$ cat src/rtl/uart_reg_pkg.sv
package uart_reg_pkg;
  localparam int DATA_W = 8;
  localparam int ADDR_W = 2;

  typedef enum logic [ADDR_W-1:0] {
    ADDR_DATA = 2'd0,
    ADDR_STAT = 2'd1,
    ADDR_CTRL = 2'd2
  } reg_addr_e;

  // status bit positions
  localparam int ST_RX    = 7;
  localparam int ST_TC    = 6;
  localparam int ST_EMPTY = 5;
  localparam int ST_OVR   = 4;

  typedef struct packed {
    logic       empty_ie;
    logic       txc_ie;
    logic       rxc_ie;
    logic [1:0] size;
    logic       tx_en;
    logic       rx_en;
  } ctrl_t;

  // size 0 -> full width, 1..3 -> DATA_W-3 .. DATA_W-1
  function automatic logic [DATA_W-1:0] char_mask(input logic [1:0] size,
                                                  input logic [DATA_W-1:0] d);
    int w;
    logic [DATA_W-1:0] r;
    w = (size == 2'd0) ? DATA_W : DATA_W - 4 + int'(size);
    for (int i = 0; i < DATA_W; i++) r[i] = (i < w) ? d[i] : 1'b0;
    return r;
  endfunction
endpackage

$ cat src/rtl/uart_tx_hold.sv
module uart_tx_hold
  import uart_reg_pkg::*;
(
  input  logic              clk_i,
  input  logic              rst_ni,
  input  logic              wr_i,
  input  logic [DATA_W-1:0] wdata_i,
  input  logic              tx_en_i,
  input  logic              tx_ready_i,
  input  logic              tx_done_i,
  input  logic              tc_clr_i,
  output logic              tx_load_o,
  output logic [DATA_W-1:0] tx_data_o,
  output logic              empty_o,
  output logic              tc_o
);
  logic              full_q;
  logic [DATA_W-1:0] hold_q;
  logic              tc_q;

  assign tx_load_o = full_q && tx_en_i && tx_ready_i;
  assign tx_data_o = hold_q;
  assign empty_o   = !full_q;
  assign tc_o      = tc_q;

  always_ff @(posedge clk_i or negedge rst_ni) begin
    if (!rst_ni) begin
      full_q <= 1'b0;
      hold_q <= '0;
    end else if (wr_i && !full_q) begin
      full_q <= 1'b1;
      hold_q <= wdata_i;
    end else if (tx_load_o) begin
      full_q <= 1'b0;
    end
  end

  // a fresh completion wins over a same-cycle clear
  always_ff @(posedge clk_i or negedge rst_ni) begin
    if (!rst_ni)                  tc_q <= 1'b0;
    else if (tx_done_i && !full_q) tc_q <= 1'b1;
    else if (tc_clr_i)            tc_q <= 1'b0;
  end
endmodule

$ cat src/rtl/uart_rx_fifo.sv
module uart_rx_fifo
  import uart_reg_pkg::*;
#(
  parameter int DEPTH = 2
) (
  input  logic              clk_i,
  input  logic              rst_ni,
  input  logic              flush_i,
  input  logic              push_i,
  input  logic [DATA_W-1:0] pdata_i,
  input  logic              pop_i,
  output logic [DATA_W-1:0] head_o,
  output logic              avail_o,
  output logic              ovr_o
);
  localparam int PTR_W = (DEPTH > 1) ? $clog2(DEPTH) : 1;
  localparam int CNT_W = $clog2(DEPTH + 1);

  logic [DATA_W-1:0] mem_q [DEPTH];
  logic [PTR_W-1:0]  rd_ptr_q, wr_ptr_q;
  logic [CNT_W-1:0]  cnt_q;
  logic              ovr_q;
  logic              do_pop, do_push, full;

  function automatic logic [PTR_W-1:0] bump(input logic [PTR_W-1:0] p);
    return (p == PTR_W'(DEPTH - 1)) ? '0 : p + 1'b1;
  endfunction

  assign full    = (cnt_q == CNT_W'(DEPTH));
  assign do_pop  = pop_i && (cnt_q != '0);
  assign do_push = push_i && (!full || do_pop);
  assign head_o  = mem_q[rd_ptr_q];
  assign avail_o = (cnt_q != '0);
  assign ovr_o   = ovr_q;

  always_ff @(posedge clk_i or negedge rst_ni) begin
    if (!rst_ni) begin
      for (int i = 0; i < DEPTH; i++) mem_q[i] <= '0;
    end else if (do_push && !flush_i) begin
      mem_q[wr_ptr_q] <= pdata_i;
    end
  end

  always_ff @(posedge clk_i or negedge rst_ni) begin
    if (!rst_ni) begin
      rd_ptr_q <= '0;
      wr_ptr_q <= '0;
      cnt_q    <= '0;
    end else if (flush_i) begin
      rd_ptr_q <= '0;
      wr_ptr_q <= '0;
      cnt_q    <= '0;
    end else begin
      if (do_pop)  rd_ptr_q <= bump(rd_ptr_q);
      if (do_push) wr_ptr_q <= bump(wr_ptr_q);
      if (do_push && !do_pop)      cnt_q <= cnt_q + 1'b1;
      else if (do_pop && !do_push) cnt_q <= cnt_q - 1'b1;
    end
  end

  always_ff @(posedge clk_i or negedge rst_ni) begin
    if (!rst_ni)                 ovr_q <= 1'b0;
    else if (flush_i)            ovr_q <= 1'b0;
    else if (push_i && !do_push) ovr_q <= 1'b1;
    else if (pop_i)              ovr_q <= 1'b0;
  end
endmodule

$ cat src/rtl/uart_ctrl_regs.sv
module uart_ctrl_regs
  import uart_reg_pkg::*;
(
  input  logic              clk_i,
  input  logic              rst_ni,
  input  logic              wr_i,
  input  logic [DATA_W-1:0] wdata_i,
  input  logic              rx_flag_i,
  input  logic              tc_flag_i,
  input  logic              empty_flag_i,
  output ctrl_t             ctrl_o,
  output logic              rxc_irq_o,
  output logic              txc_irq_o,
  output logic              empty_irq_o
);
  localparam int CTRL_W = $bits(ctrl_t);

  ctrl_t ctrl_q;

  always_ff @(posedge clk_i or negedge rst_ni) begin
    if (!rst_ni)   ctrl_q <= '0;
    else if (wr_i) ctrl_q <= ctrl_t'(wdata_i[CTRL_W-1:0]);
  end

  assign ctrl_o      = ctrl_q;
  assign rxc_irq_o   = rx_flag_i    && ctrl_q.rxc_ie;
  assign txc_irq_o   = tc_flag_i    && ctrl_q.txc_ie;
  assign empty_irq_o = empty_flag_i && ctrl_q.empty_ie;
endmodule

$ cat src/rtl/uart_reg_front.sv
module uart_reg_front
  import uart_reg_pkg::*;
#(
  parameter int RX_DEPTH = 2
) (
  input  logic              clk_i,
  input  logic              rst_ni,
  input  logic [ADDR_W-1:0] addr_i,
  input  logic              wr_en_i,
  input  logic              rd_en_i,
  input  logic [DATA_W-1:0] wdata_i,
  output logic [DATA_W-1:0] rdata_o,
  input  logic              tx_ready_i,
  input  logic              tx_done_i,
  output logic              tx_load_o,
  output logic [DATA_W-1:0] tx_data_o,
  input  logic              rx_valid_i,
  input  logic [DATA_W-1:0] rx_data_i,
  input  logic              irq_ack_i,
  output logic              rxc_irq_o,
  output logic              txc_irq_o,
  output logic              empty_irq_o
);
  localparam int CTRL_W = $bits(ctrl_t);

  ctrl_t             ctrl;
  logic              wr_data, wr_stat, wr_ctrl, rd_data;
  logic              tx_empty, tc_flag, rx_avail, ovr, tc_clr;
  logic [DATA_W-1:0] rx_head, status, rdata_d, rdata_q;

  assign wr_data = wr_en_i && (addr_i == ADDR_DATA);
  assign wr_stat = wr_en_i && (addr_i == ADDR_STAT);
  assign wr_ctrl = wr_en_i && (addr_i == ADDR_CTRL);
  assign rd_data = rd_en_i && (addr_i == ADDR_DATA);
  assign tc_clr  = irq_ack_i || (wr_stat && wdata_i[ST_TC]);

  uart_tx_hold u_tx (
    .clk_i      (clk_i),
    .rst_ni     (rst_ni),
    .wr_i       (wr_data),
    .wdata_i    (char_mask(ctrl.size, wdata_i)),
    .tx_en_i    (ctrl.tx_en),
    .tx_ready_i (tx_ready_i),
    .tx_done_i  (tx_done_i),
    .tc_clr_i   (tc_clr),
    .tx_load_o  (tx_load_o),
    .tx_data_o  (tx_data_o),
    .empty_o    (tx_empty),
    .tc_o       (tc_flag)
  );

  uart_rx_fifo #(.DEPTH(RX_DEPTH)) u_rx (
    .clk_i   (clk_i),
    .rst_ni  (rst_ni),
    .flush_i (!ctrl.rx_en),
    .push_i  (rx_valid_i && ctrl.rx_en),
    .pdata_i (char_mask(ctrl.size, rx_data_i)),
    .pop_i   (rd_data),
    .head_o  (rx_head),
    .avail_o (rx_avail),
    .ovr_o   (ovr)
  );

  uart_ctrl_regs u_ctrl (
    .clk_i        (clk_i),
    .rst_ni       (rst_ni),
    .wr_i         (wr_ctrl),
    .wdata_i      (wdata_i),
    .rx_flag_i    (rx_avail),
    .tc_flag_i    (tc_flag),
    .empty_flag_i (tx_empty),
    .ctrl_o       (ctrl),
    .rxc_irq_o    (rxc_irq_o),
    .txc_irq_o    (txc_irq_o),
    .empty_irq_o  (empty_irq_o)
  );

  always_comb begin
    status           = '0;
    status[ST_RX]    = rx_avail;
    status[ST_TC]    = tc_flag;
    status[ST_EMPTY] = tx_empty;
    status[ST_OVR]   = ovr;
  end

  always_comb begin
    unique case (addr_i)
      ADDR_DATA: rdata_d = rx_avail ? rx_head : '0;
      ADDR_STAT: rdata_d = status;
      ADDR_CTRL: rdata_d = DATA_W'(ctrl);
      default:   rdata_d = '0;
    endcase
  end

  always_ff @(posedge clk_i or negedge rst_ni) begin
    if (!rst_ni) rdata_q <= '0;
    else         rdata_q <= rd_en_i ? rdata_d : '0;
  end

  assign rdata_o = rdata_q;
endmodule

$ cat config.mk
export PLATFORM = sky130hd
export DESIGN_NAME = uart_reg_front
export DESIGN_NICKNAME = d
export VERILOG_FILES = /design/src/rtl/uart_reg_pkg.sv /design/src/rtl/uart_tx_hold.sv /design/src/rtl/uart_rx_fifo.sv /design/src/rtl/uart_ctrl_regs.sv /design/src/rtl/uart_reg_front.sv
export SDC_FILE = /design/constraint.sdc
export NUM_CORES = 1
export LEC_CHECK = 0
export ABC_AREA = 0
export BUFFER_PORTS_ARGS = -buffer_cell sky130_fd_sc_hd__buf_2
export CORE_MARGIN = 1
export CORE_UTILIZATION = 40
export DETAILED_ROUTE_END_ITERATION = 7
export HOLD_SLACK_MARGIN = 0.15
export PLACE_DENSITY = 0.7
export SLEW_MARGIN = 20
export SYNTH_ARGS = -nofsm -noshare
export SYNTH_HDL_FRONTEND = slang
export SYNTH_SLANG_ARGS = --single-unit
$ cat constraint.sdc
create_clock -name clk_i -period 2.4 [get_ports clk_i]
set_input_delay 0.36 -clock clk_i [delete_from_list [all_inputs] [get_ports clk_i]]
set_output_delay 0.36 -clock clk_i [all_outputs]
set_load 0.02 [all_outputs]
==> flow_summary.json <==
{
  "power.density_nw_per_um2": 1000,
  "grt-ovfl-total": 0,
  "io_buffers": 45,
  "fin_hold_ws_ns": 0.281,
  "fin_skew_ns": 0.00421,
  "drv_cap": 0,
  "path_class": "register to register",
  "io_pins": 46,
  "layout_commonest_cell": "dfrtp_1",
  "max_freq_mhz": 508,
  "final_cell_mix": "dfrtp_1, buf_2, mux2_2, inv_1, clkbuf_8",
  "setup_viol": 0,
  "yosysSeqAreaShare": 0.560,
  "rsz0062_at_grt": "false",
  "netlist_area_sq_um": 2060,
  "critPathMaxFanout": 6,
  "cts_buffers": 5,
  "wl_per_cell_microns": 14.9,
  "wl_met2_microns": 2040,
  "placed_cells": 275,
  "vias": 1450,
  "min_period_over_period": 0.820,
  "dpl.hpwl_microns": 3150,
  "initial_core_util": 0.424,
  "die_x_microns": 73.7,
  "leakage_nw": 1.18,
  "cts_max_level": 2,
  "synth_area_leaders": "dfrtp_1, mux2_2, nor2b_1, mux2i_1, ha_1",
  "clockBufferDepth": 2,
  "grt_pass1_vias": 1446,
  "highest_layer": "met4",
  "dieHeight_microns": 73.7,
  "synth-seq-cells": 46,
  "worst_ep_required_time_ns": 2.63,
  "final_cells": 284,
  "ir_drop_mv": 0.451,
  "antenna_cells": 0,
  "layout_setup_ws_ns": 0.431,
  "nNetsFinal": 245,
  "yosysWarnings": 0,
  "fin_setup_tns_ns": 0,
  "syn_to_final_growth_pct": 21.8,
  "post_cts_buffers": 0,
  "die_area_sq_um": 5430,
  "syn_nets": 192,
  "max-slew-margin-rel": 0.636,
  "path_clk_slew_ns": 0.08,
  "track_usage": 0.181,
  "clock-root-buffer": "clkbuf_8",
  "worst_pin_slew_ns": 0.545,
  "clk_latency_ns": 0.30,
  "avgSynthCellArea_sq_um": 12.6,
  "startpoint_type": "register",
  "regArea_sq_um": 1150,
  "gp_congestion": 0.877,
  "hold_viol_final": 0,
  "async_flop_share": 1.00,
  "yosys.area.top_type": "dfrtp_1",
  "final_layout_size_suffix_gt1_frac": 0.429,
  "drtIter0Drc": 87,
  "clkSinkCount": 46,
  "synth_flop_cell": "dfrtp_1",
  "antenna_found_initial": 0,
  "drc": 0,
  "final_util": 0.517,
  "netlist_instances": 163,
  "slew_viol_final": 0,
  "met1_length_microns": 1930,
  "ff2ff_setup_slack_ns": 0.43,
  "hold_class": "primary input to register",
  "grt_max_degree": 20,
  "viasPerCell": 5.11,
  "layout_min_cycle_time_ns": 1.97,
  "status": "finished, final reports clean",
  "ant_nets": 0,
  "wl_met3_microns": 211,
  "drt-total-wl_microns": 4240,
  "core_sq_um": 4850,
  "yosysUniqueCellTypes": 31,
  "synth-edff-count": 0,
  "multi_input_area_sq_um": 862,
  "tritoncts": "built",
  "dp_slack_ns": 0.219,
  "rows": 25,
  "synth.top_cell.area_share": 0.560,
  "firstDrtPassIters": 4,
  "end_kind": "register",
  "fill_cells": 441,
  "grt_pass1_wl_microns": 7150,
  "arrival_ns": 2.19
}
-- worst paths after layout --
check / startpoint / end / cells past startpoint
max: u_rx.cnt_q[0] / u_rx.cnt_q[1] / 5
min: tx_done_i / u_tx.tc_o / 2
max reg2reg: u_rx.cnt_q[0] / u_rx.cnt_q[1] / 5
min reg2reg: u_rx.mem_q[8] / u_rx.mem_q[8] / 1
max in group asynchronous: rst_ni / u_rx.mem_q[9] / 3
min in group asynchronous: rst_ni / u_tx.tx_data_o[7] / 2
-- per-layer routing --
layer | track usage | up-vias
met5 | 0 | -
met4 | 0.0705 | 0
met3 | 0.0508 | 6
met2 | 0.288 | 47
met1 | 0.232 | 711
li1 | - | 686
-- cell usage after synthesis, drive strengths merged (4+ instances only) --
cell	number
dfrtp	46
mux2i	4
nand3	7
inv	9
o2bb2ai	4
and2	4
mux2	31
nor2b	7
a21oi	8
nand2	5
o21ai	6
-- critical path, cell delays in order, from the launching register on --
cell,delay (ns)
dfrtp_1,0.44
nor2b_1,0.45
a211oi_1,0.15
ha_1,0.34
or3_1,0.38
a21oi_1,0.15
-- what timing repair did --
item	in CTS	in global routing
endpoints found under the setup margin	0	0
gates resized for setup	0	0
hold buffers	1	0
endpoints found under the hold margin	14	0
-- cells by family (layout without fill, tap and decap cells) --
| family | count (synthesis) | count (layout) | share of synthesized area |
|---|---|---|---|
| flops | 46 | 46 | 0.560 |
| simple gates | 36 | 36 | 0.0985 |
| mux | 35 | 35 | 0.189 |
| compound gates | 28 | 28 | 0.102 |
| buf+inv | 13 | 67 | 0.0243 |
| fa+ha+maj | 3 | 3 | 0.0183 |
| xor+xnor | 2 | 2 | 0.00852 |
-- area by class of cell --
type                       instances  share of cell area
inverter                           9              0.0135
timing repair buffer              50               0.106
multi-input combinational        104               0.344
tap                               67              0.0334
clock buffer                       8              0.0439
sequential                        46               0.459
-- sequential cells by signal, summed over array words and instances (netlist names) --
name            count
u_tx.tc_o           1
u_rx.wr_ptr_q       1
u_rx.mem_q         16
u_rx.rd_ptr_q       1
u_ctrl.ctrl_o       7
u_tx.full_q         1
u_rx.cnt_q          2
rdata_o             8
u_tx.tx_data_o      8
u_rx.ovr_o          1
-- stage by stage --
stage / area [sq um] / power (mW)
after floorplan: 2060 / 1.71
after CTS: 2510 / 2.53
final: 2510 / 2.51
after global routing: 2510 / 2.66
after global placement: 2390 / 1.95
after detailed placement: 2390 / 1.98
-- power by group --
part / total [mW] / internal (mW) / switching, mW
Clock: 0.542 / 0.291 / 0.251
Sequential: 1.20 / 1.03 / 0.168
Combinational: 0.760 / 0.374 / 0.386
Total: 2.51 / 1.70 / 0.806
Power figures use the tool's default switching activity.
